===== src/rtl/can_fc_pkg.sv =====
`timescale 1ns/1ps
package can_fc_pkg;

  typedef enum logic [1:0] {
    FC_ACTIVE  = 2'd0,
    FC_WARNING = 2'd1,
    FC_PASSIVE = 2'd2,
    FC_BUSOFF  = 2'd3
  } fc_state_e;

  localparam int TEC_W = 9;   // one bit of headroom beyond 255 marks bus-off
  localparam int REC_W = 8;

  // Transmit counter step: error has priority over success
  function automatic logic [TEC_W-1:0] fc_tec_step(
    input logic [TEC_W-1:0] tec, input logic inc, input logic dec,
    input int unsigned step);
    logic [TEC_W:0] sum;
    sum = {1'b0, tec} + (TEC_W+1)'(step);
    if (inc)                  return sum[TEC_W-1:0];
    else if (dec && tec != 0) return tec - 1'b1;
    else                      return tec;
  endfunction

  // Receive counter step: saturating at the top, floored at zero
  function automatic logic [REC_W-1:0] fc_rec_step(
    input logic [REC_W-1:0] rec, input logic inc, input logic dec);
    if (inc)                  return (&rec) ? rec : rec + 1'b1;
    else if (dec && rec != 0) return rec - 1'b1;
    else                      return rec;
  endfunction

  // State decode with bus-off over passive over warning
  function automatic fc_state_e fc_decode(
    input logic [TEC_W-1:0] tec, input logic [REC_W-1:0] rec,
    input int unsigned warn_lim, input int unsigned pass_lim);
    if (tec > 255)                                    return FC_BUSOFF;
    else if (tec >= pass_lim || rec >= pass_lim)      return FC_PASSIVE;
    else if (tec >= warn_lim || rec >= warn_lim)      return FC_WARNING;
    else                                              return FC_ACTIVE;
  endfunction

  function automatic logic [31:0] fc_pack_status(
    input fc_state_e st, input logic [TEC_W-1:0] tec, input logic [REC_W-1:0] rec);
    logic [7:0] tec_shown;
    tec_shown = (tec > 255) ? 8'hFF : tec[7:0];
    return {12'd0, st == FC_BUSOFF, st == FC_PASSIVE, st == FC_WARNING, 1'b0,
            tec_shown, rec};
  endfunction

  function automatic logic [7:0] fc_pack_capture(
    input logic [4:0] seg, input logic tx, input logic [1:0] kind);
    return {kind, tx, seg};
  endfunction

endpackage


===== src/rtl/fc_counters.sv =====
`timescale 1ns/1ps
module fc_counters
  import can_fc_pkg::*;
#(
  parameter int unsigned TX_STEP = 8
) (
  input  logic             clk,
  input  logic             rst_n,
  input  logic             freeze,
  input  logic             clear,
  input  logic             tx_err,
  input  logic             tx_ok,
  input  logic             rx_err,
  input  logic             rx_ok,
  output logic [TEC_W-1:0] tec_q,
  output logic [REC_W-1:0] rec_q,
  output logic [TEC_W-1:0] tec_d,
  output logic [REC_W-1:0] rec_d
);

  always_comb begin
    if (clear) begin
      tec_d = '0;
      rec_d = '0;
    end else if (freeze) begin
      tec_d = tec_q;
      rec_d = rec_q;
    end else begin
      tec_d = fc_tec_step(tec_q, tx_err, tx_ok, TX_STEP);
      rec_d = fc_rec_step(rec_q, rx_err, rx_ok);
    end
  end

  always_ff @(posedge clk or negedge rst_n) begin
    if (!rst_n) begin
      tec_q <= '0;
      rec_q <= '0;
    end else begin
      tec_q <= tec_d;
      rec_q <= rec_d;
    end
  end

  AST_REC_FLOOR: assert property (@(posedge clk) disable iff (!rst_n)
    (rx_ok && !rx_err && !freeze && !clear && rec_q == 0) |=> rec_q == 0)
    else $error("receive counter wrapped below zero");

  AST_REC_SAT: assert property (@(posedge clk) disable iff (!rst_n)
    (rx_err && !freeze && !clear && &rec_q) |=> &rec_q)
    else $error("receive counter wrapped above 255");

endmodule


===== src/rtl/fc_recovery.sv =====
`timescale 1ns/1ps
module fc_recovery #(
  parameter int unsigned RUN_LEN   = 11,
  parameter int unsigned IDLE_RUNS = 128
) (
  input  logic clk,
  input  logic rst_n,
  input  logic armed,
  input  logic bit_tick,
  input  logic bit_recessive,
  output logic done
);

  localparam int RUN_W  = $clog2(RUN_LEN);
  localparam int IDLE_W = $clog2(IDLE_RUNS + 1);
  localparam logic [RUN_W-1:0]  RUN_LAST  = RUN_W'(RUN_LEN - 1);
  localparam logic [IDLE_W-1:0] IDLE_LAST = IDLE_W'(IDLE_RUNS - 1);

  logic [RUN_W-1:0]  run_q;
  logic [IDLE_W-1:0] idle_q;
  logic              run_end;   // an idle condition completes this cycle

  assign run_end = armed && bit_tick && bit_recessive && (run_q == RUN_LAST);
  assign done    = run_end && (idle_q == IDLE_LAST);

  always_ff @(posedge clk or negedge rst_n) begin
    if (!rst_n) begin
      run_q  <= '0;
      idle_q <= '0;
    end else if (!armed) begin
      run_q  <= '0;
      idle_q <= '0;
    end else if (bit_tick) begin
      if (!bit_recessive) begin
        run_q <= '0;
      end else if (run_end) begin
        run_q  <= '0;
        idle_q <= idle_q + 1'b1;
      end else begin
        run_q <= run_q + 1'b1;
      end
    end
  end

  AST_DISARM_CLEARS: assert property (@(posedge clk) disable iff (!rst_n)
    !armed |=> (run_q == 0 && idle_q == 0))
    else $error("recovery progress kept while disarmed");

  AST_DOMINANT_KEEPS_IDLES: assert property (@(posedge clk) disable iff (!rst_n)
    (armed && bit_tick && !bit_recessive) |=> (run_q == 0 && $stable(idle_q)))
    else $error("dominant bit mishandled");

endmodule


===== src/rtl/fc_capture.sv =====
`timescale 1ns/1ps
module fc_capture
  import can_fc_pkg::*;
(
  input  logic       clk,
  input  logic       rst_n,
  input  logic       berr_valid,
  input  logic [4:0] berr_seg,
  input  logic       berr_tx,
  input  logic [1:0] berr_kind,
  output logic [7:0] cap_q
);

  always_ff @(posedge clk or negedge rst_n) begin
    if (!rst_n)          cap_q <= '0;
    else if (berr_valid) cap_q <= fc_pack_capture(berr_seg, berr_tx, berr_kind);
  end

  AST_CAP_HOLD: assert property (@(posedge clk) disable iff (!rst_n)
    !berr_valid |=> $stable(cap_q))
    else $error("capture byte changed without an error");

endmodule


===== src/rtl/can_fault_tracker.sv =====
`timescale 1ns/1ps
module can_fault_tracker
  import can_fc_pkg::*;
#(
  parameter int unsigned WARN_LIMIT    = 96,
  parameter int unsigned PASSIVE_LIMIT = 128,
  parameter int unsigned TX_STEP       = 8,
  parameter int unsigned RUN_LEN       = 11,
  parameter int unsigned IDLE_RUNS     = 128,
  parameter int unsigned TX_SLOTS      = 16
) (
  input  logic                clk,
  input  logic                rst_n,
  input  logic                reset_mode,
  input  logic                tx_err_inc,
  input  logic                tx_ok_dec,
  input  logic                rx_err_inc,
  input  logic                rx_ok_dec,
  input  logic                bit_tick,
  input  logic                bit_recessive,
  input  logic                berr_valid,
  input  logic [4:0]          berr_seg,
  input  logic                berr_tx,
  input  logic [1:0]          berr_kind,
  output logic [31:0]         status_word,
  output logic [1:0]          err_state,
  output logic                state_chg,
  output logic [7:0]          err_capture,
  output logic                drain_req,
  output logic [TX_SLOTS-1:0] abort_slots
);

  fc_state_e        state_q, state_d;
  logic [TEC_W-1:0] tec_q, tec_d;
  logic [REC_W-1:0] rec_q, rec_d;
  logic             in_busoff;
  logic             recov_armed;
  logic             recov_done;
  logic             enter_busoff;

  assign in_busoff   = (state_q == FC_BUSOFF);
  assign recov_armed = in_busoff && !reset_mode;

  fc_counters #(.TX_STEP(TX_STEP)) u_counters (
    .clk    (clk),
    .rst_n  (rst_n),
    .freeze (in_busoff),
    .clear  (recov_done),
    .tx_err (tx_err_inc),
    .tx_ok  (tx_ok_dec),
    .rx_err (rx_err_inc),
    .rx_ok  (rx_ok_dec),
    .tec_q  (tec_q),
    .rec_q  (rec_q),
    .tec_d  (tec_d),
    .rec_d  (rec_d)
  );

  fc_recovery #(.RUN_LEN(RUN_LEN), .IDLE_RUNS(IDLE_RUNS)) u_recovery (
    .clk           (clk),
    .rst_n         (rst_n),
    .armed         (recov_armed),
    .bit_tick      (bit_tick),
    .bit_recessive (bit_recessive),
    .done          (recov_done)
  );

  fc_capture u_capture (
    .clk        (clk),
    .rst_n      (rst_n),
    .berr_valid (berr_valid),
    .berr_seg   (berr_seg),
    .berr_tx    (berr_tx),
    .berr_kind  (berr_kind),
    .cap_q      (err_capture)
  );

  always_comb begin
    if (in_busoff) state_d = recov_done ? FC_ACTIVE : FC_BUSOFF;
    else           state_d = fc_decode(tec_d, rec_d, WARN_LIMIT, PASSIVE_LIMIT);
  end

  assign enter_busoff = (state_d == FC_BUSOFF) && !in_busoff;

  always_ff @(posedge clk or negedge rst_n) begin
    if (!rst_n) begin
      state_q     <= FC_ACTIVE;
      state_chg   <= 1'b0;
      drain_req   <= 1'b0;
      abort_slots <= '0;
    end else begin
      state_q     <= state_d;
      state_chg   <= (state_d != state_q);
      drain_req   <= recov_done;
      abort_slots <= {TX_SLOTS{enter_busoff}};
    end
  end

  assign status_word = fc_pack_status(state_q, tec_q, rec_q);
  assign err_state   = state_q;

  AST_FLAGS_ONEHOT: assert property (@(posedge clk) disable iff (!rst_n)
    $onehot0(status_word[19:17]))
    else $error("more than one state flag set");

  AST_BUSOFF_TEC: assert property (@(posedge clk) disable iff (!rst_n)
    in_busoff |-> tec_q > 255)
    else $error("bus-off without transmit overflow");

  AST_BUSOFF_FROZEN: assert property (@(posedge clk) disable iff (!rst_n)
    (in_busoff && !recov_done) |=> ($stable(tec_q) && $stable(rec_q)))
    else $error("counter moved in bus-off");

  AST_CHG_MEANS_NEW: assert property (@(posedge clk) disable iff (!rst_n)
    state_chg |-> state_q != $past(state_q))
    else $error("event without a state change");

  AST_NEW_MEANS_CHG: assert property (@(posedge clk) disable iff (!rst_n)
    (state_q != $past(state_q)) |-> state_chg)
    else $error("state change without event");

  AST_EXIT_CLEARS: assert property (@(posedge clk) disable iff (!rst_n)
    ($past(state_q) == FC_BUSOFF && !in_busoff) |-> (tec_q == 0 && rec_q == 0 && drain_req))
    else $error("bus-off exit without clear and drain");

  AST_ABORT_ON_ENTRY: assert property (@(posedge clk) disable iff (!rst_n)
    (abort_slots != 0) |-> (&abort_slots && in_busoff && state_chg))
    else $error("abort request outside bus-off entry");

endmodule


===== config.mk =====
export PLATFORM = sky130hd
export DESIGN_NAME = can_fault_tracker
export DESIGN_NICKNAME = d
export VERILOG_FILES = /design/src/rtl/can_fc_pkg.sv /design/src/rtl/fc_counters.sv /design/src/rtl/fc_recovery.sv /design/src/rtl/fc_capture.sv /design/src/rtl/can_fault_tracker.sv
export SDC_FILE = /design/constraint.sdc
export NUM_CORES = 1
export LEC_CHECK = 0
export BUFFER_PORTS_ARGS = -buffer_cell sky130_fd_sc_hd__clkbuf_2
export CAP_MARGIN = 20
export CORE_MARGIN = 2
export CORE_UTILIZATION = 45
export CTS_CLUSTER_DIAMETER = 50
export DETAILED_ROUTE_END_ITERATION = 8
export GPL_TIMING_DRIVEN = 1
export PLACE_DENSITY = 0.74
export SLEW_MARGIN = 20
export SYNTH_ARGS = -nofsm -noshare
export SYNTH_HDL_FRONTEND = slang
export SYNTH_HIERARCHICAL = 1
export SYNTH_SLANG_ARGS = --single-unit

===== constraint.sdc =====
create_clock -name clk -period 5.13 [get_ports clk]
set_clock_uncertainty 0.05 [all_clocks]
set_input_delay 1.026 -clock clk [delete_from_list [all_inputs] [get_ports clk]]
set_output_delay 1.026 -clock clk [all_outputs]
set_load 0.02 [all_outputs]

### Yosys cells after proc, flatten, opt, wreduce, memory -nomap -nowiden

Cells that the tools add are included.

| word-level totals | value |
|---|---|
| logic and storage cells | 70 |
| input bits | 18 |
| flip-flop bits (word level) | 42 |

| cells by class | value |
|---|---|
| order comparisons | 6 |
| equality and inequality tests | 10 |
| muxes and demuxes | 23 |
| reductions and logical operators | 16 |
| add/sub/neg operators | 6 |

Operator list:

| operator | count |
|---|---|
| $mux 8 | 10 |
| $mux 9 | 4 |
| $gt 9x8->1 const B | 2 |
| $add 8x1->8 const B | 2 |
| $mux 4 | 4 |
| $add 9x4->9 const B | 1 |
| $ge 9x7->1 const B | 1 |
| $ge 9x8->1 const B | 1 |
| $reduce_bool 9->1 | 1 |
| $sub 9x1->9 const B | 1 |
| $eq 8x7->1 const B | 1 |
| $ge 8x7->1 const B | 1 |
| $ge 8x8->1 const B | 1 |
| $logic_and 1x1->1 | 8 |
| $mux 2 | 4 |
| $reduce_and 8->1 | 1 |
| $reduce_bool 8->1 | 1 |
| $sub 8x1->8 const B | 1 |
| $eq 2x2->1 const B | 3 |
| $ne 2x2->1 const B | 3 |
| $add 4x1->4 const B | 1 |
| $eq 4x4->1 const B | 1 |
| $reduce_and 3->1 | 1 |
| $eq 2x1->1 const B | 1 |
| other kinds (4) | 6 |

### Depth between registers and ports, before layout

| depth | value |
|---|---|
| word-level depth | 15 |
| gate-level depth with buffers | 13 |
| mapped depth without buffers | 11 |

### Hierarchy

Netlist, hierarchy kept.

Modules (own cells, without submodules):

| module | area each (µm²) | times used | cells an instance | seq. area each (µm²) |
|---|---|---|---|---|
| fc_counters | 1448.9 | 1 | 165 | 425.4 |
| fc_recovery | 734.5 | 1 | 78 | 300.3 |
| can_fault_tracker | 510.5 | 1 | 64 | 125.1 |
| fc_capture | 331.6 | 1 | 17 | 200.2 |

### Worst setup path before layout

No wires, ideal clock.

| path | value |
|---|---|
| path kind | register to output |
| start | reg state_q[1], in the netlist err_state[1] |
| end | out status_word[19] |
| cell stages (with the launch flop) | 4 |
| required time | 4.054 ns |
| path slack | 3.058 ns |
| arrival | 0.996 ns |
| buffers on the path | 1 |
| cell sequence | dfrtp_1 -> nand2_1 -> inv_1 -> buf_4 |

| on the way | value |
|---|---|
| cells in the longest elaborated chain, start to end | 1 |

RTL lines:

| element | RTL line | RTL |
|---|---|---|
| start: declaration | can_fault_tracker.sv:33 | `fc_state_e state_q, state_d;` |
| start signal: assignment | can_fault_tracker.sv:92 | `state_q <= state_d;` |
| $eq 2x2->1 | -- |  |
| end: declaration | can_fault_tracker.sv:25 | `output logic [31:0] status_word,` |

Every way passes these cells.

==> summary.md <==
| Metric | Value |
|---|---|
| LEAKAGE | `1.52 nW` |
| # Post-CTS Setup Buffers | `0` |
| First-pass GRT wire length | `10500 um` |
| CP Capture Type | `flip-flop` |
| Final hold violations | `0` |
| Tot GR Track Use | `17.2%` |
| # hold bufs at CTS | `0` |
| Clk pin slew, worst setup/hold paths | `0.08 ns` |
| FP Rows | `29` |
| Clock Latency Late Sink | `~0.3 ns` |
| Top Family by Delay on Critical Path | `simple AND/OR/NAND/NOR gates` |
| Hold Crit Class | `reg -> reg` |
| Top cells by area, synth | `dfrtp_1 (35%), buf_4 (7.2%), mux2_4 (4.5%)` |
| Slew @ Worst Pin | `0.922 ns` |
| Die width | `86.0 um` |
| Outcome | `completed` |
| Clock Sinks | `42` |
| Crit path launch type | `primary input` |
| Antenna violations before repair | `0` |
| Area growth from synthesis to layout | `9.35%` |
| Share of layout cells above drive strength 1 | `27.7%` |
| # port buffers | `64` |
| Ys async rst share | `100%` |
| Placed cell areas | `3200 um^2` |
| Yosys top cell area share | `34.7%` |
| Worst Path Max Fanout | `31` |
| Core box area | `6420 um^2` |
| CP most frequent cell | `buf_4` |
| Maximum VDD drop | `0.201 mV` |
| Crit path DAT | `3.68 ns` |
| Compound-Gate Fraction of Synth Area | `around 14%` |
| Synth area leader | `dfrtp_1` |
| Reg power frac | `34.6%` |
| Post-Synth XOR/XNOR Area | `0.579%` |
| Iter 0 DRT Violations | `90` |
| Sw Ratio | `47.3%` |
| Net Sw Power | `0.810 mW` |
| Ys flop type | `dfrtp_1` |
| Slowest cell on the critical path | `or3_1` |
| # fillers | `609` |
| Vias per cell | `5.53` |
| Die Y-Extent | `86.0 um` |
| # DRC | `0` |
| Clk pwr share | `approximately 15%` |
| Post-CTS Resized | `0` |
| Post-synthesis cell area | `3030 um^2` |
| CP Class | `in -> reg` |
| Largest net degree at the start of global routing | `43` |
| Number of global-route vias before repair | `2290` |
| Most frequent cells in the layout | `clkbuf_2 (63), dfrtp_1 (42), nor2_1 (20), inv_1 (19), a21oi_1 (18)` |
| Period Utilization, post-route | `68.3%` |
| GRT overflow | `0` |
| Diode count | `0` |
| Post-synth cell types | `71` |
| Setup violators final | `0` |
| Max Cap Viol | `0` |
| Most common cell after layout, fill and taps aside | `clkbuf_2` |
| CP bufs+invs | `3` |
| Final min period | `3.51 ns` |
| DRT Wirelength | `6200 um` |
| Highest Clock Rate | `285 MHz` |
| Antenna Nets Post-Route | `0` |
| Cts bufs inserted | `5` |
| Critical Path Max Stage Delay | `0.43 ns` |
| Mux cell area share after synthesis | `between 8 and 9%` |
| Simple-gate share of the synthesized area | `25.9%` |
| RePlAce Congestion | `0.825` |
| IO Count | `78` |
| CTS tree | `built` |
| Critical path cell sequence | `clkbuf_2, nor2_1, buf_4, nand3_1, or3_1, nor3_2, buf_4, a2111oi_0, mux2i_1, o311ai_1, a22o_1, a32o_1, a22oi_2` |
| Via count | `2461` |
| Fin Setup TNS | `0 ns` |
| H-tree Lvls | `2` |
| Largest family of logic cells by synthesized area | `simple AND/OR/NAND/NOR gates` |
| Max Root-Sink Buffers | `2` |
| DRT Pass-1 Iters | `4` |
| Rel. slew slack | `38.5%` |
| Die ar. | `7400 um^2` |
| Seq/Total Area, Yosys | `34.7%` |
| Max Slew Vio Count | `0` |
| Post-Synth Adder-Cell Area | `4.14%` |
| NumNets Final | `395` |
| Logic gate share of total power | `50.0%` |
| Final instance area | `roughly 3300 um^2` |
| Number of flops mapped to enable cells by yosys | `0` |
| RSZ-0062 raised after global routing | `false` |
| Syn Inst Count | `324` |
| Synth Area per Inst | `9.34 um^2` |
| Final HPWL DP | `4480 um` |
| Worst EP required | `5.30 ns` |
| Internal | `between 0.9 and 1 mW` |
| Synth warn | `6` |
| Initial Utilization | `47.1%` |
| Routed wire per std cell | `around 14 um` |
| Synthesis-stage register bit count | `42` |
| Cell area power density | `517 nW/um^2` |
| Clock root buffer | `clkbuf_8` |
[kinds of logic after synthesis]
family | Yosys count
multiplexers | 20
XOR/XNOR | 2
flip-flops | 42
AND/OR/NAND/NOR | 129
adder cells (fa/ha/maj) | 10
other | 1
AO/OA/AOI/OAI | 59
buffers and inverters | 61
[layout make-up]
cell class	count	area, um^2	share of cell area, %
Multi-Input combinational cell	233	1640	49.7
Sequential cell	42	1050	31.8
Timing Repair Buffer	66	335	10.1
Tap cell	77	96.3	2.91
Clock buffer	6	72.6	2.19
Inverter	19	71.3	2.16
Clock inverter	2	37.5	1.13
[metrics by stage]
step                      utilization (%)  setup slack (ns)  hold slack (ns)  instances  total power [mW]
after CTS                            51.5              1.63            0.475        445              1.72
after floorplan                         -              1.74            0.402        336              1.28
after detailed placement             49.8              1.37            0.443        437              1.46
after global placement               49.8              1.46            0.450        437              1.43
final                                51.5              1.62            0.467        445              1.71
after global routing                 51.5              1.39            0.495        445              1.85
[per-layer routing]
| metal | vias up | wire, um | track usage (%) |
|---|---|---|---|
| met5 | - | 0 | 0 |
| met4 | 0 | 48 | 4.47 |
| met3 | 4 | 406 | 4.04 |
| met2 | 81 | 2940 | 29.5 |
| met1 | 1167 | 2800 | 21.9 |
| li1 | 1209 | - | - |
[synthesized netlist by cell type (all sizes together) (3+ instances only)]
library cell / number
a22oi: 3
or3: 6
mux2: 14
and4: 3
nor4: 7
mux2i: 6
or2: 8
buf: 38
o2111ai: 3
nand2: 16
and3: 4
nand3: 16
o21ai: 7
nor2b: 12
nor3: 8
inv: 19
a31oi: 3
a21oi: 18
nand3b: 3
nand2b: 6
o311ai: 3
a21o: 3
ha: 10
nor2: 20
clkbuf: 4
nand4: 6
a211oi: 3
dfrtp: 42
[power by group through the flow]
stage	clock network (mW)	registers, mW	logic [mW]
3_3_place_gp	0	0.589	0.837
3_5_place_dp	0	0.597	0.858
5_1_grt	0.288	0.620	0.943
2_1_floorplan	0	0.591	0.686
4_1_cts	0.272	0.591	0.862
6_report	0.264	0.591	0.855
[flip-flops by register name (all words and copies together), names as in the netlist]
name and flops:
state_chg 1, u_counters/tec_q 9, err_state 2, drain_req 1, u_counters/rec_q 8, abort_slots 1
u_capture/cap_q 8, u_recovery/idle_q 8, u_recovery/run_q 4
[worst register-to-register path: cells and delay by family (launching register included)]
| family | cells | cell delay [ns] |
|---|---|---|
| buf+inv | 2 | 0.50 |
| simple gates | 5 | 1.18 |
| compound gates | 5 | 0.90 |
| flops | 1 | 0.47 |
| mux | 1 | 0.17 |
[path summary, 6_finish.rpt]
kind	from	to	slack, ns	cells after the start
min in group asynchronous	rst_n	u_counters/tec_q[4]	0.80	1
hold reg to reg	u_capture/cap_q[3]	u_capture/cap_q[3]	0.47	1
setup reg to reg	err_state[1]	state_chg	1.78	13
setup / recovery	reset_mode	state_chg	1.62	13
hold / removal	u_capture/cap_q[3]	u_capture/cap_q[3]	0.47	1
max in group asynchronous	rst_n	u_recovery/idle_q[5]	3.65	1
Note: power is estimated with default switching activity, not from simulation.
